`config.mk`:
```
export PLATFORM = sky130hd
export DESIGN_NAME = adc_poll_seq
export DESIGN_NICKNAME = d
export VERILOG_FILES = /design/src/rtl/adc_poll_pkg.sv /design/src/rtl/adc_poll_fsm.sv /design/src/rtl/adc_result_bank.sv /design/src/rtl/adc_poll_seq.sv
export SDC_FILE = /design/constraint.sdc
export NUM_CORES = 1
export LEC_CHECK = 0
export BUFFER_PORTS_ARGS = -buffer_cell sky130_fd_sc_hd__clkbuf_2
export CORE_MARGIN = 2
export CORE_UTILIZATION = 39
export DETAILED_ROUTE_END_ITERATION = 7
export PLACE_DENSITY = 0.72
export SYNTH_ARGS = -nofsm -noshare
export SYNTH_HDL_FRONTEND = slang
export SYNTH_SLANG_ARGS = --single-unit
```
`constraint.sdc`:
```
create_clock -name clk -period 1.14 [get_ports clk]
set_clock_uncertainty 0.1 [all_clocks]
set_input_delay 0.057 -clock clk [delete_from_list [all_inputs] [get_ports clk]]
set_output_delay 0.057 -clock clk [all_outputs]
set_load 0.05 [all_outputs]
```
`src/rtl/adc_poll_pkg.sv`:
```
package adc_poll_pkg;

  localparam int FRAME_W = 17;
  localparam int RES_W   = 16;
  localparam int RES_HI  = 11;
  localparam int RES_LO  = 1;
  localparam int FIELD_W = RES_HI - RES_LO + 1;
  localparam int N_CH    = 2;

  typedef enum logic [2:0] {
    ST_IDLE    = 3'd0,
    ST_ISSUE_A = 3'd1,
    ST_ACK_A   = 3'd2,
    ST_ISSUE_B = 3'd3,
    ST_ACK_B   = 3'd4,
    ST_ISSUE_C = 3'd5,
    ST_ACK_C   = 3'd6
  } poll_state_t;

  // Pull the conversion field out of a received frame, zero-widened.
  function automatic logic [RES_W-1:0] res_extract(input logic [FRAME_W-1:0] frame);
    logic [RES_W-1:0] r;
    r = '0;
    r[FIELD_W-1:0] = frame[RES_HI:RES_LO];
    return r;
  endfunction

endpackage

```
`src/rtl/adc_poll_fsm.sv`:
```
module adc_poll_fsm
  import adc_poll_pkg::*;
#(
  parameter logic [FRAME_W-1:0] CMD_CH0 = 17'h1A000,
  parameter logic [FRAME_W-1:0] CMD_CH1 = 17'h1E000
) (
  input  logic               clk,
  input  logic               rst_n,
  input  logic               start,
  input  logic               spi_busy,
  output logic               spi_send,
  output logic [FRAME_W-1:0] spi_tx,
  output logic [N_CH-1:0]    cap,
  output logic               done,
  output logic               idle
);

  poll_state_t st;

  // Named events for the assertions and the result bank.
  logic issue_state;
  logic issue_fire;
  logic seen_hi;

  assign issue_state = (st == ST_ISSUE_A) || (st == ST_ISSUE_B) || (st == ST_ISSUE_C);
  assign issue_fire  = issue_state && !spi_busy;
  assign cap[0]      = (st == ST_ISSUE_B) && !spi_busy;
  assign cap[1]      = (st == ST_ISSUE_C) && !spi_busy;
  assign idle        = (st == ST_IDLE);

  always_ff @(posedge clk) begin
    if (!rst_n) begin
      st       <= ST_IDLE;
      spi_send <= 1'b0;
      spi_tx   <= '0;
      done     <= 1'b0;
    end else begin
      spi_send <= 1'b0;
      done     <= 1'b0;
      case (st)
        ST_IDLE:    if (start) st <= ST_ISSUE_A;
        ST_ISSUE_A: if (!spi_busy) begin
          spi_tx   <= CMD_CH0;
          spi_send <= 1'b1;
          st       <= ST_ACK_A;
        end
        ST_ACK_A:   if (spi_busy) st <= ST_ISSUE_B;
        ST_ISSUE_B: if (!spi_busy) begin
          spi_tx   <= CMD_CH1;
          spi_send <= 1'b1;
          st       <= ST_ACK_B;
        end
        ST_ACK_B:   if (spi_busy) st <= ST_ISSUE_C;
        ST_ISSUE_C: if (!spi_busy) begin
          spi_tx   <= CMD_CH0;
          spi_send <= 1'b1;
          done     <= 1'b1;
          st       <= ST_ACK_C;
        end
        ST_ACK_C:   if (spi_busy) st <= ST_IDLE;
        default:    st <= ST_IDLE;
      endcase
    end
  end

  // Tracks whether busy has been high since the last send.
  always_ff @(posedge clk) begin
    if (!rst_n)        seen_hi <= 1'b1;
    else if (spi_send) seen_hi <= spi_busy;
    else if (spi_busy) seen_hi <= 1'b1;
  end

  assert_send_pulse_R3: assert property (@(posedge clk) disable iff (!rst_n)
    spi_send |=> !spi_send);

  assert_send_busy_low_R3: assert property (@(posedge clk) disable iff (!rst_n)
    $rose(spi_send) |-> !$past(spi_busy));

  assert_handshake_R4: assert property (@(posedge clk) disable iff (!rst_n)
    spi_send |-> seen_hi);

  assert_done_pulse_R8: assert property (@(posedge clk) disable iff (!rst_n)
    done |=> !done);

  assert_dummy_cmd_R5: assert property (@(posedge clk) disable iff (!rst_n)
    done |-> (spi_send && spi_tx == CMD_CH0));

  assert_start_ignored_R9: assert property (@(posedge clk) disable iff (!rst_n)
    (!idle && !issue_fire && st != ST_ISSUE_A) |=> st != ST_ISSUE_A);

endmodule

```
`src/rtl/adc_result_bank.sv`:
```
module adc_result_bank
  import adc_poll_pkg::*;
(
  input  logic                       clk,
  input  logic                       rst_n,
  input  logic [N_CH-1:0]            cap,
  input  logic [FRAME_W-1:0]         rx,
  output logic [N_CH-1:0][RES_W-1:0] res
);

  for (genvar i = 0; i < N_CH; i++) begin : g_ch
    always_ff @(posedge clk) begin
      if (!rst_n)      res[i] <= '0;
      else if (cap[i]) res[i] <= res_extract(rx);
    end

    assert_field_R6: assert property (@(posedge clk) disable iff (!rst_n)
      cap[i] |=> (res[i][RES_W-1:FIELD_W] == '0));
  end

endmodule

```
`src/rtl/adc_poll_seq.sv`:
```
module adc_poll_seq
  import adc_poll_pkg::*;
#(
  parameter logic [FRAME_W-1:0] CMD_CH0 = 17'h1A000,
  parameter logic [FRAME_W-1:0] CMD_CH1 = 17'h1E000,
  parameter bit                 CPOL    = 1'b0,
  parameter bit                 CPHA    = 1'b1
) (
  input  logic               clk,
  input  logic               rst_n,
  input  logic               start,
  input  logic               spi_busy,
  input  logic [FRAME_W-1:0] spi_rx,
  output logic               spi_send,
  output logic [FRAME_W-1:0] spi_tx,
  output logic               spi_clk_idle_high,
  output logic               spi_late_phase,
  output logic [RES_W-1:0]   ch0_result,
  output logic [RES_W-1:0]   ch1_result,
  output logic               done,
  output logic               idle
);

  logic [N_CH-1:0]            cap;
  logic [N_CH-1:0][RES_W-1:0] res;

  assign spi_clk_idle_high = CPOL;
  assign spi_late_phase    = CPHA;

  adc_poll_fsm #(.CMD_CH0(CMD_CH0), .CMD_CH1(CMD_CH1)) u_fsm (
    .clk(clk), .rst_n(rst_n), .start(start), .spi_busy(spi_busy),
    .spi_send(spi_send), .spi_tx(spi_tx), .cap(cap), .done(done), .idle(idle)
  );

  adc_result_bank u_bank (
    .clk(clk), .rst_n(rst_n), .cap(cap), .rx(spi_rx), .res(res)
  );

  assign ch0_result = res[0];
  assign ch1_result = res[1];

  assert_one_capture_R7: assert property (@(posedge clk) disable iff (!rst_n)
    $onehot0(cap));

  assert_done_after_ch0_R8: assert property (@(posedge clk) disable iff (!rst_n)
    $rose(done) |-> $past(cap[1]));

endmodule

```
# After elaboration in Yosys (flattened, before gate mapping)
# Index checks and enable logic that the tools add are counted.
[op_classes] eq_ne=14 n_mux=12 n_reduce_logical=11
[op_table] operator="$mux 17" n=2
[op_table] operator="$pmux 17 s2" n=1
[op_table] operator="$mux 3" n=7
[op_table] operator="$pmux 3 s7" n=1
[op_table] operator="$ne 2x2->1 const B" n=8
[op_table] operator="$eq 3x3->1 const B" n=3
[op_table] operator="$reduce_and 7->1" n=1
[op_table] operator="$eq 3x2->1 const B" n=2
[op_table] operator="$reduce_and 2->1" n=2
[op_table] operator="$eq 3x1->1 const B" n=1
[op_table] operator="$logic_not 3->1" n=1
[op_table] operator="$reduce_and 3->1" n=1
[op_table] operator="$reduce_or 3->1" n=1
[op_table] operator="$logic_and 1x1->1" n=2
[op_table] operator="$reduce_bool 2->1" n=1
[op_table] operator="$reduce_or 2->1" n=1
[op_table] operator="$logic_not 1->1" n=1
[op_table] operator="$mux 1" n=1
[word_totals] register_bits=44 output_inout_bits=54

# Depth between registers and ports, before layout
# Gate-level depths: netlist of run 1.
[depth] depth_word=4 depth_mapped=5 mapped_depth_nobuf=3

# Hierarchy
# Synthesis of run 1 repeated with hierarchy kept, for this count alone.
[hier_totals] hier_cells=132 area_unflattened_um2=1372.6
[by_module_without_submodules] module="adc_result_bank" n_inst=1 cells_each=81 area_each_um2=907.1 seq_area_each_um2=440.4
[by_module_without_submodules] module="adc_poll_fsm" n_inst=1 cells_each=47 area_each_um2=442.9 seq_area_each_um2=140.1
[by_module_without_submodules] module="adc_poll_seq" n_inst=1 cells_each=4 area_each_um2=22.5 seq_area_each_um2=0.0

# Worst setup path after synthesis of run 1
# No wires, ideal clock.
[synth_path] path_kind="register -> output" start="register u_fsm.st[2]" end="output port idle" arrival_time_ps=1536 t_required_ps=983 path_slack_ps=-553 path_stages_with_launch=3 path_cell_list="dfxtp_1 > buf_2 > nor3_1"
[synth_via] elab_chain_cells=1
[synth_rtl] element="from (decl)" line_no="adc_poll_fsm.sv:18" text="poll_state_t st;"
[synth_rtl] element="from (signal assigned)" line_no="adc_poll_fsm.sv:33" text="st <= ST_IDLE;"
[synth_rtl] element="from (signal assigned)" line_no="adc_poll_fsm.sv:41" text="ST_IDLE: if (start) st <= ST_ISSUE_A;"
[synth_rtl] element="from (signal assigned)" line_no="adc_poll_fsm.sv:45" text="st <= ST_ACK_A;"
[synth_rtl] element="$logic_not 3->1" line_no="adc_poll_fsm.sv:29" text="assign idle = (st == ST_IDLE);"
[synth_rtl] element="to (decl)" line_no="adc_poll_seq.sv:21" text="output logic idle"
# No other way between the ends.

# Final worst setup path of run 1
[layout_path] start="register u_fsm.st[2]" end="register u_bank.res[8] (netlist bit)"
[layout_via] elab_chain_cells=2
[layout_rtl] element="$eq 3x2->1"
[layout_rtl] element="$logic_and 1x1->1" line_no="adc_poll_fsm.sv:27" text="assign cap[0] = (st == ST_ISSUE_B) && !spi_busy;"
[layout_rtl] element="to (signal, indexed assignment)" line_no="adc_result_bank.sv:14" text="else if (cap[i]) res[i] <= res_extract(rx);"
[layout_rtl] element="to (decl)" line_no="adc_result_bank.sv:8" text="output logic [N_CH-1:0][RES_W-1:0] res"
# No other way between the ends.
# A chain may end at the register's enable or synchronous reset.

==> results of run 1 <==
==> critical path, stage by stage, from the launching register on <==
cell and delay, ps:
dfxtp_2 350, buf_6 120, and4bb_2 350, buf_6 160
nand2_2 60, a21boi_2 130
==> cells in the final DEF, fill, tap and decap left out, types with 7 or more instances in the layout <==
cell type | synthesis | final
dlygate4sd3_1 | 0 | 14
buf_2 | 5 | 12
dfxtp_1 | 29 | 26
nand3_1 | 11 | 9
clkbuf_2 | 0 | 24
o21ai_1 | 9 | 11
clkbuf_4 | 0 | 8
nand2_1 | 33 | 27
buf_6 | 0 | 8
a21boi_1 | 10 | 8
conb_1 | 2 | 25
buf_4 | 30 | 7
==> worst max path at each step <==
stage                     cells after the start              to
after floorplan                               5  u_bank.res[19]
after global placement                        4  u_bank.res[22]
after detailed placement                      4  u_bank.res[24]
after CTS                                     3            idle
after global routing                          5  u_bank.res[21]
final                                         5   u_bank.res[8]
==> layer usage <==
| metal | vias up | routed length, um | track usage, % |
|---|---|---|---|
| met4 | 0 | 87 | 11.39 |
| met3 | 10 | 183 | 3.784 |
| met5 | - | 0 | 0 |
| met1 | 568 | 1349 | 18.46 |
| met2 | 46 | 1746 | 29.08 |
| li1 | 598 | - | - |
==> registers in the layout (all words and copies together), names as in the netlist <==
register	cells
u_fsm.spi_send	1
u_fsm.spi_tx	2
u_bank.res	22
u_fsm.st	3
u_fsm.done	1
==> layout make-up <==
cell class                      count  area (um^2)  area share (%)
Clock buffer                        6        41.29           2.130
Clock inverter                      2        10.01          0.5165
Inverter                            1        3.754          0.1937
Multi-Input combinational cell    113        670.6           34.60
Sequential cell                    29        586.8           30.28
Tap cell                           46        57.56           2.970
Timing Repair Buffer               72        568.0           29.31
==> stage by stage <==
step / utilization (%) / hold WS (ps) / power, W / area (um^2) / setup TNS [ps]
2_1_floorplan: - / 87.38 / 0.001500 / 1461 / -903.0
3_3_place_gp: 46.45 / 203.9 / 0.001504 / 1538 / 0
3_5_place_dp: 46.45 / 207.7 / 0.001505 / 1538 / -4.109
4_1_cts: 55.59 / 28.91 / 0.002147 / 1841 / -2627
5_1_grt: 58.54 / 92.27 / 0.002286 / 1938 / -4633
6_report: 58.54 / 64.76 / 0.002194 / 1938 / -3402
==> kinds of logic after synthesis <==
family,synth area share (%)
multiplexers,1.601
other,0.5652
AO/OA/AOI/OAI,14.50
AND/OR/NAND/NOR,19.96
buffers and inverters,19.68
flip-flops,43.69
==> repair_timing <==
action                                 in CTS  in global routing
setup endpoints to repair                  15                 48
pin swaps                                   4                 20
setup buffers                               5                  0
gates cloned                                2                  0
endpoints found under the hold margin      27                  0
gates resized for setup                    16                 51
hold buffers                               14                  0
==> power groups by stage <==
stage,Combinational [W],Sequential [W],Clock (W)
global route,0.000579,0.00105,0.000658
floorplan,0.000386,0.00111,0
CTS,0.000508,0.00105,0.000593
detailed placement,0.000432,0.00107,0
global placement,0.000432,0.00107,0
finish,0.000555,0.00105,0.000593
==> results.sh, run 1 <==
export IMPL_p_per_area_nw_per_um2=1132
export IMPL_postSynth_asyncResetShare_pct=0
export IMPL_routed_wirelength_um=3366
export IMPL_seq_area_frac_synth_pct=43.69
export IMPL_placementRows=21
export IMPL_antenna_found_initial=0
export IMPL_synth_ff_type="dfxtp_1"
export IMPL_r2r_start="u_fsm.st[2]"
export IMPL_yosysWarnings=0
export IMPL_place_ws_ps=-4.109
export IMPL_synth_area_leaders="dfxtp_1 (44%), buf_4 (17%), nand2_1 (9.3%)"
export IMPL_die_y_um=62.37
export IMPL_holdPathEnd="u_fsm.st[0]"
export IMPL_synth_common_cells="nand2_1 (33), buf_4 (30), dfxtp_1 (29)"
export IMPL_synth_top_area_share_pct=43.69
export IMPL_ys_ff_latch=29
export IMPL_cp_end_kind="flop"
export IMPL_via_per_inst=4.543
export IMPL_first_pass_iters=4
export IMPL_via_count=1222
export IMPL_cp_data_required_time_ps=1310
export IMPL_synth_area_leader_cell="dfxtp_1"
export IMPL_cts_path_max_buffers=2
export IMPL_dieArea_um2=3890
export IMPL_diodes=0
export IMPL_cts_root_buf="clkbuf_4"
export IMPL_final_cell_count_no_fill=269
export IMPL_finalWeightedCongestion=0.7621
export IMPL_setup_viol_count_final=28
export IMPL_pwr_share_comb_pct=25.3
export IMPL_fin_crit_ps=1316
export IMPL_dp_cells=240
export IMPL_criticalPathCategory="reg -> reg"
export IMPL_synth_area_um2=1329
export IMPL_wl_per_cell_um=12.51
export IMPL_grt_max_degree=37
export IMPL_worstPathArrival_ps=1490
export IMPL_start_kind="flop"
export IMPL_hpwl_um=1820
export IMPL_swShare_pct=34.58
export IMPL_maxCapViolCount=0
export IMPL_cts_tree="yes"
export IMPL_syn_inst=157
export IMPL_nFillCells=283
export IMPL_holdCritStartpoint="spi_busy"
export IMPL_crit_path_max_fanout=5
export IMPL_insertion_delay_ps=330
export IMPL_numCtsBuffers=5
export IMPL_grt_pass1_vias=1125
export IMPL_hp_class="in -> reg"
export IMPL_pin_count=75
export IMPL_p_leak_nw=0.8713
export IMPL_grt_usage_pct=16.85
export IMPL_ir_worst_vdd_mv=0.4793
export IMPL_finalWorstSetupSlack_ps=-175.7
export IMPL_h_tree_depth=2
export IMPL_outcome="finished with violations"
export IMPL_hold_viol=0
export IMPL_grt_pass1_wl_um=5147
export IMPL_nets=243
export IMPL_clkTransAtPathRegs_ps=90
export IMPL_reg2reg_to="u_bank.res[8]"
export IMPL_drc_errors=0
export IMPL_syn_area_per_cell_um2=8.464
export IMPL_detail_route_antenna_nets=0
export IMPL_drv_slew=0
export IMPL_crit_start="u_fsm.st[2]"
export IMPL_overflow=0
export IMPL_final_layout_size_suffix_gt1_share_pct=40.36
export IMPL_cts_sinks=29
export IMPL_r2r_slack_ps=-180
export IMPL_switching_power_w=0.0007588
export IMPL_core_area_um2=3311
export IMPL_port_buffers=43
export IMPL_failed_checks="negative setup slack"
export IMPL_rsz0062_at_grt="true"
export IMPL_yosysMostFrequentCell="nand2_1"
export IMPL_drt_iter0_markers=36
export IMPL_ys_types=27
export IMPL_syn_to_final_growth_pct=45.86
export IMPL_initial_core_util_pct=40.14
export IMPL_finalCritPeriodShare_pct=115.4
export IMPL_synth_edff_count=0
export IMPL_internal_power_w=0.001436
export IMPL_fmax_mhz=760.1
export IMPL_die_w_um=62.37
export IMPL_power_frac_seq_pct=47.7
export IMPL_holdPathStages=3
export IMPL_pwr_share_clk_pct=27.0
export IMPL_reg2regPathDepth=5
Note: power is estimated with default switching activity, not from simulation.
==> run 2: changes to the inputs <==
--- a/config.mk
+++ b/config.mk
@@ -5,7 +5,7 @@
 export SDC_FILE = /design/constraint.sdc
 export NUM_CORES = 1
 export LEC_CHECK = 0
-export BUFFER_PORTS_ARGS = -buffer_cell sky130_fd_sc_hd__clkbuf_2
+export BUFFER_PORTS_ARGS = -buffer_cell sky130_fd_sc_hd__buf_2
 export CORE_MARGIN = 2
 export CORE_UTILIZATION = 39
 export DETAILED_ROUTE_END_ITERATION = 7
==> constraint.sdc (replaced) <==
create_clock -name clk -period 1.14 [get_ports clk]
set_clock_uncertainty 0.1 [all_clocks]
set_input_delay 0.057 -clock clk [delete_from_list [all_inputs] [get_ports clk]]
set_output_delay 0.057 -clock clk [all_outputs]
set_load 0.02 [all_outputs]
==> run 2 against run 1 <==
The flow still finishes with violations (negative setup slack). Worst hold slack worse by 6.1 ps. Clock power is 46% higher. Critical path depth is 2 lower. Sequential share of layout area is 1.9 points higher. Die area stayed put. Combinational power is 40% lower. Global-route usage is 0.72 points lower. Design area is 6.2% lower. Maximum frequency is 3.6% higher. Power is 2.6% higher. Critical endpoint is now idle. Largest cell class unchanged. Largest power group unchanged. Highest routed layer unchanged.
==> results.sh, run 2 (synthesized netlist as in run 1, its figures left out) <==
export IMPL_finalWorstSetupSlack_ps=-129.5
export IMPL_final_cell_count_no_fill=266
export IMPL_routed_wirelength_um=2989
export IMPL_fmax_mhz=787.7
export IMPL_failed_checks="negative setup slack"
export IMPL_h_tree_depth=2
export IMPL_cts_tree="yes"
export IMPL_cts_root_buf="clkbuf_4"
export IMPL_cp_end_kind="output pin"
export IMPL_ir_worst_vdd_mv=0.5555
export IMPL_first_pass_iters=4
export IMPL_finalCritPeriodShare_pct=111.4
export IMPL_fin_crit_ps=1269
export IMPL_hp_class="in -> reg"
export IMPL_top_register="u_bank.res"
export IMPL_mostFrequentLayoutCell="buf_2"
export IMPL_holdCritStartpoint="spi_busy"
export IMPL_insertion_delay_ps=320
export IMPL_reg_top3="u_bank.res x22, u_fsm.st x3, u_fsm.spi_tx x2"
export IMPL_dieArea_um2=3890
export IMPL_cp_data_required_time_ps=980
export IMPL_overflow=0
export IMPL_cts_sinks=29
export IMPL_worstPathArrival_ps=1110
export IMPL_nFillCells=314
export IMPL_crit_path_max_fanout=5
export IMPL_drc_errors=0
export IMPL_reg2regPathDepth=5
export IMPL_numCtsBuffers=5
export IMPL_pin_count=75
export IMPL_r2r_start="u_fsm.st[2]"
export IMPL_drv_slew=0
export IMPL_finalWeightedCongestion=0.7727
export IMPL_die_w_um=62.37
export IMPL_clkTransAtPathRegs_ps=80
export IMPL_drt_iter0_markers=25
export IMPL_die_y_um=62.37
export IMPL_largest_register_ffs=22
export IMPL_grt_pass1_vias=1097
export IMPL_detail_route_antenna_nets=0
export IMPL_cts_path_max_buffers=2
export IMPL_maxCapViolCount=0
export IMPL_p_per_area_nw_per_um2=1238
export IMPL_port_buffers=43
export IMPL_hpwl_um=1950
export IMPL_initial_core_util_pct=40.14
export IMPL_p_leak_nw=0.8373
export IMPL_grt_usage_pct=16.13
export IMPL_core_area_um2=3311
export IMPL_via_count=1174
export IMPL_placementRows=21
export IMPL_dp_cells=242
export IMPL_start_kind="flop"
export IMPL_layout_common_cells="buf_2 (42), nand2_1 (31), dfxtp_1 (26), conb_1 (25), dlygate4sd3_1 (14)"
export IMPL_antenna_found_initial=0
export IMPL_syn_to_final_growth_pct=36.82
export IMPL_place_ws_ps=-91.44
export IMPL_holdPathStages=3
export IMPL_cp_cell_sequence="buf_6, nor3_2, buf_4"
export IMPL_setup_viol_count_final=15
export IMPL_holdPathEnd="u_fsm.st[0]"
export IMPL_criticalPathCategory="reg -> out"
export IMPL_fin_util_pct=54.91
export IMPL_setup_tns_ps=-573.9
export IMPL_finalInstanceArea_um2=1818
export IMPL_diodes=0
export IMPL_wl_per_cell_um=11.24
export IMPL_grt_max_degree=30
export IMPL_final_layout_size_suffix_gt1_share_pct=33.64
export IMPL_r2r_slack_ps=-120
export IMPL_critical_path_max_stage_delay_ps=350
export IMPL_via_per_inst=4.414
export IMPL_reg2reg_to="u_fsm.st[1]"
export IMPL_hold_viol=0
export IMPL_cp_slowest_cell="dfxtp_2"
export IMPL_post_dp_cell_area_um2=1530
export IMPL_nets=240
export IMPL_outcome="finished with violations"
export IMPL_rsz0062_at_grt="true"
export IMPL_grt_pass1_wl_um=4892
[run 2: changes by cell type in the layout (fill, tap and decap cells not counted), moves of 2 or more]
cell | before | now
clkinv_2 | 2 | 0
clkbuf_2 | 24 | 0
nand2_2 | 4 | 2
nand2_4 | 2 | 0
nand2_1 | 27 | 31
buf_6 | 8 | 5
a21boi_2 | 3 | 1
buf_2 | 12 | 42
clkbuf_4 | 8 | 5
nor2_1 | 0 | 2
[run 2: layout make-up]
| cell class | count | area (um^2) | area share (%) |
|---|---|---|---|
| multi-input cells | 113 | 595.6 | 32.76 |
| inverters | 1 | 3.754 | 0.2065 |
| clock buffers | 7 | 55.05 | 3.028 |
| well taps | 46 | 57.56 | 3.166 |
| repair buffers | 69 | 491.7 | 27.05 |
| flip-flops and latches | 29 | 584.3 | 32.14 |
| clock inverters | 1 | 30.03 | 1.652 |
[run 2: per-stage QoR]
stage,hold WS [ps],total power (W)
2_1_floorplan,87.38,0.001327
6_report,58.66,0.002251
3_3_place_gp,200.0,0.001339
4_1_cts,50.80,0.002258
5_1_grt,99.93,0.002339
3_5_place_dp,208.7,0.001342
[run 2: critical path: cells and delay by family, from the launching register on]
kind	cells	cell delay, ps
buffers and inverters	2	290
flip-flops	1	350
AND/OR/NAND/NOR	1	150
[run 2: how the worst max path moves through the flow]
stage,start,endpoint
floorplan,u_fsm.st[1],u_bank.res[17]
global placement,u_fsm.st[2],u_bank.res[1]
detailed placement,u_fsm.st[0],u_bank.res[9]
CTS,u_fsm.st[0],idle
global route,u_fsm.st[0],idle
finish,u_fsm.st[0],idle
[run 2: power breakdown]
group / internal (W) / leakage (nW) / switching, W / total (W)
sequential: 0.00103 / 0.235 / 0.0000164 / 0.00105
combinational: 0.000136 / 0.556 / 0.000197 / 0.000332
clock: 0.000523 / 0.0455 / 0.000345 / 0.000868
[run 2: per-layer routing]
metal	GRT usage (%)	share of wire, %	up-vias	wire, um
met2	26.09	48	40	1448
met3	3.423	5.0	15	150
met4	12.78	4.3	0	129
met1	18.50	42	526	1260
met5	0	0	-	0
li1	-	-	593	-
[run 2: what timing repair did]
item,in CTS,in global routing
pin swaps,19,0
setup endpoints to repair,24,25
hold buffers,14,0
endpoints found under the hold margin,23,0
resized for setup,14,1
buffers inserted,2,0
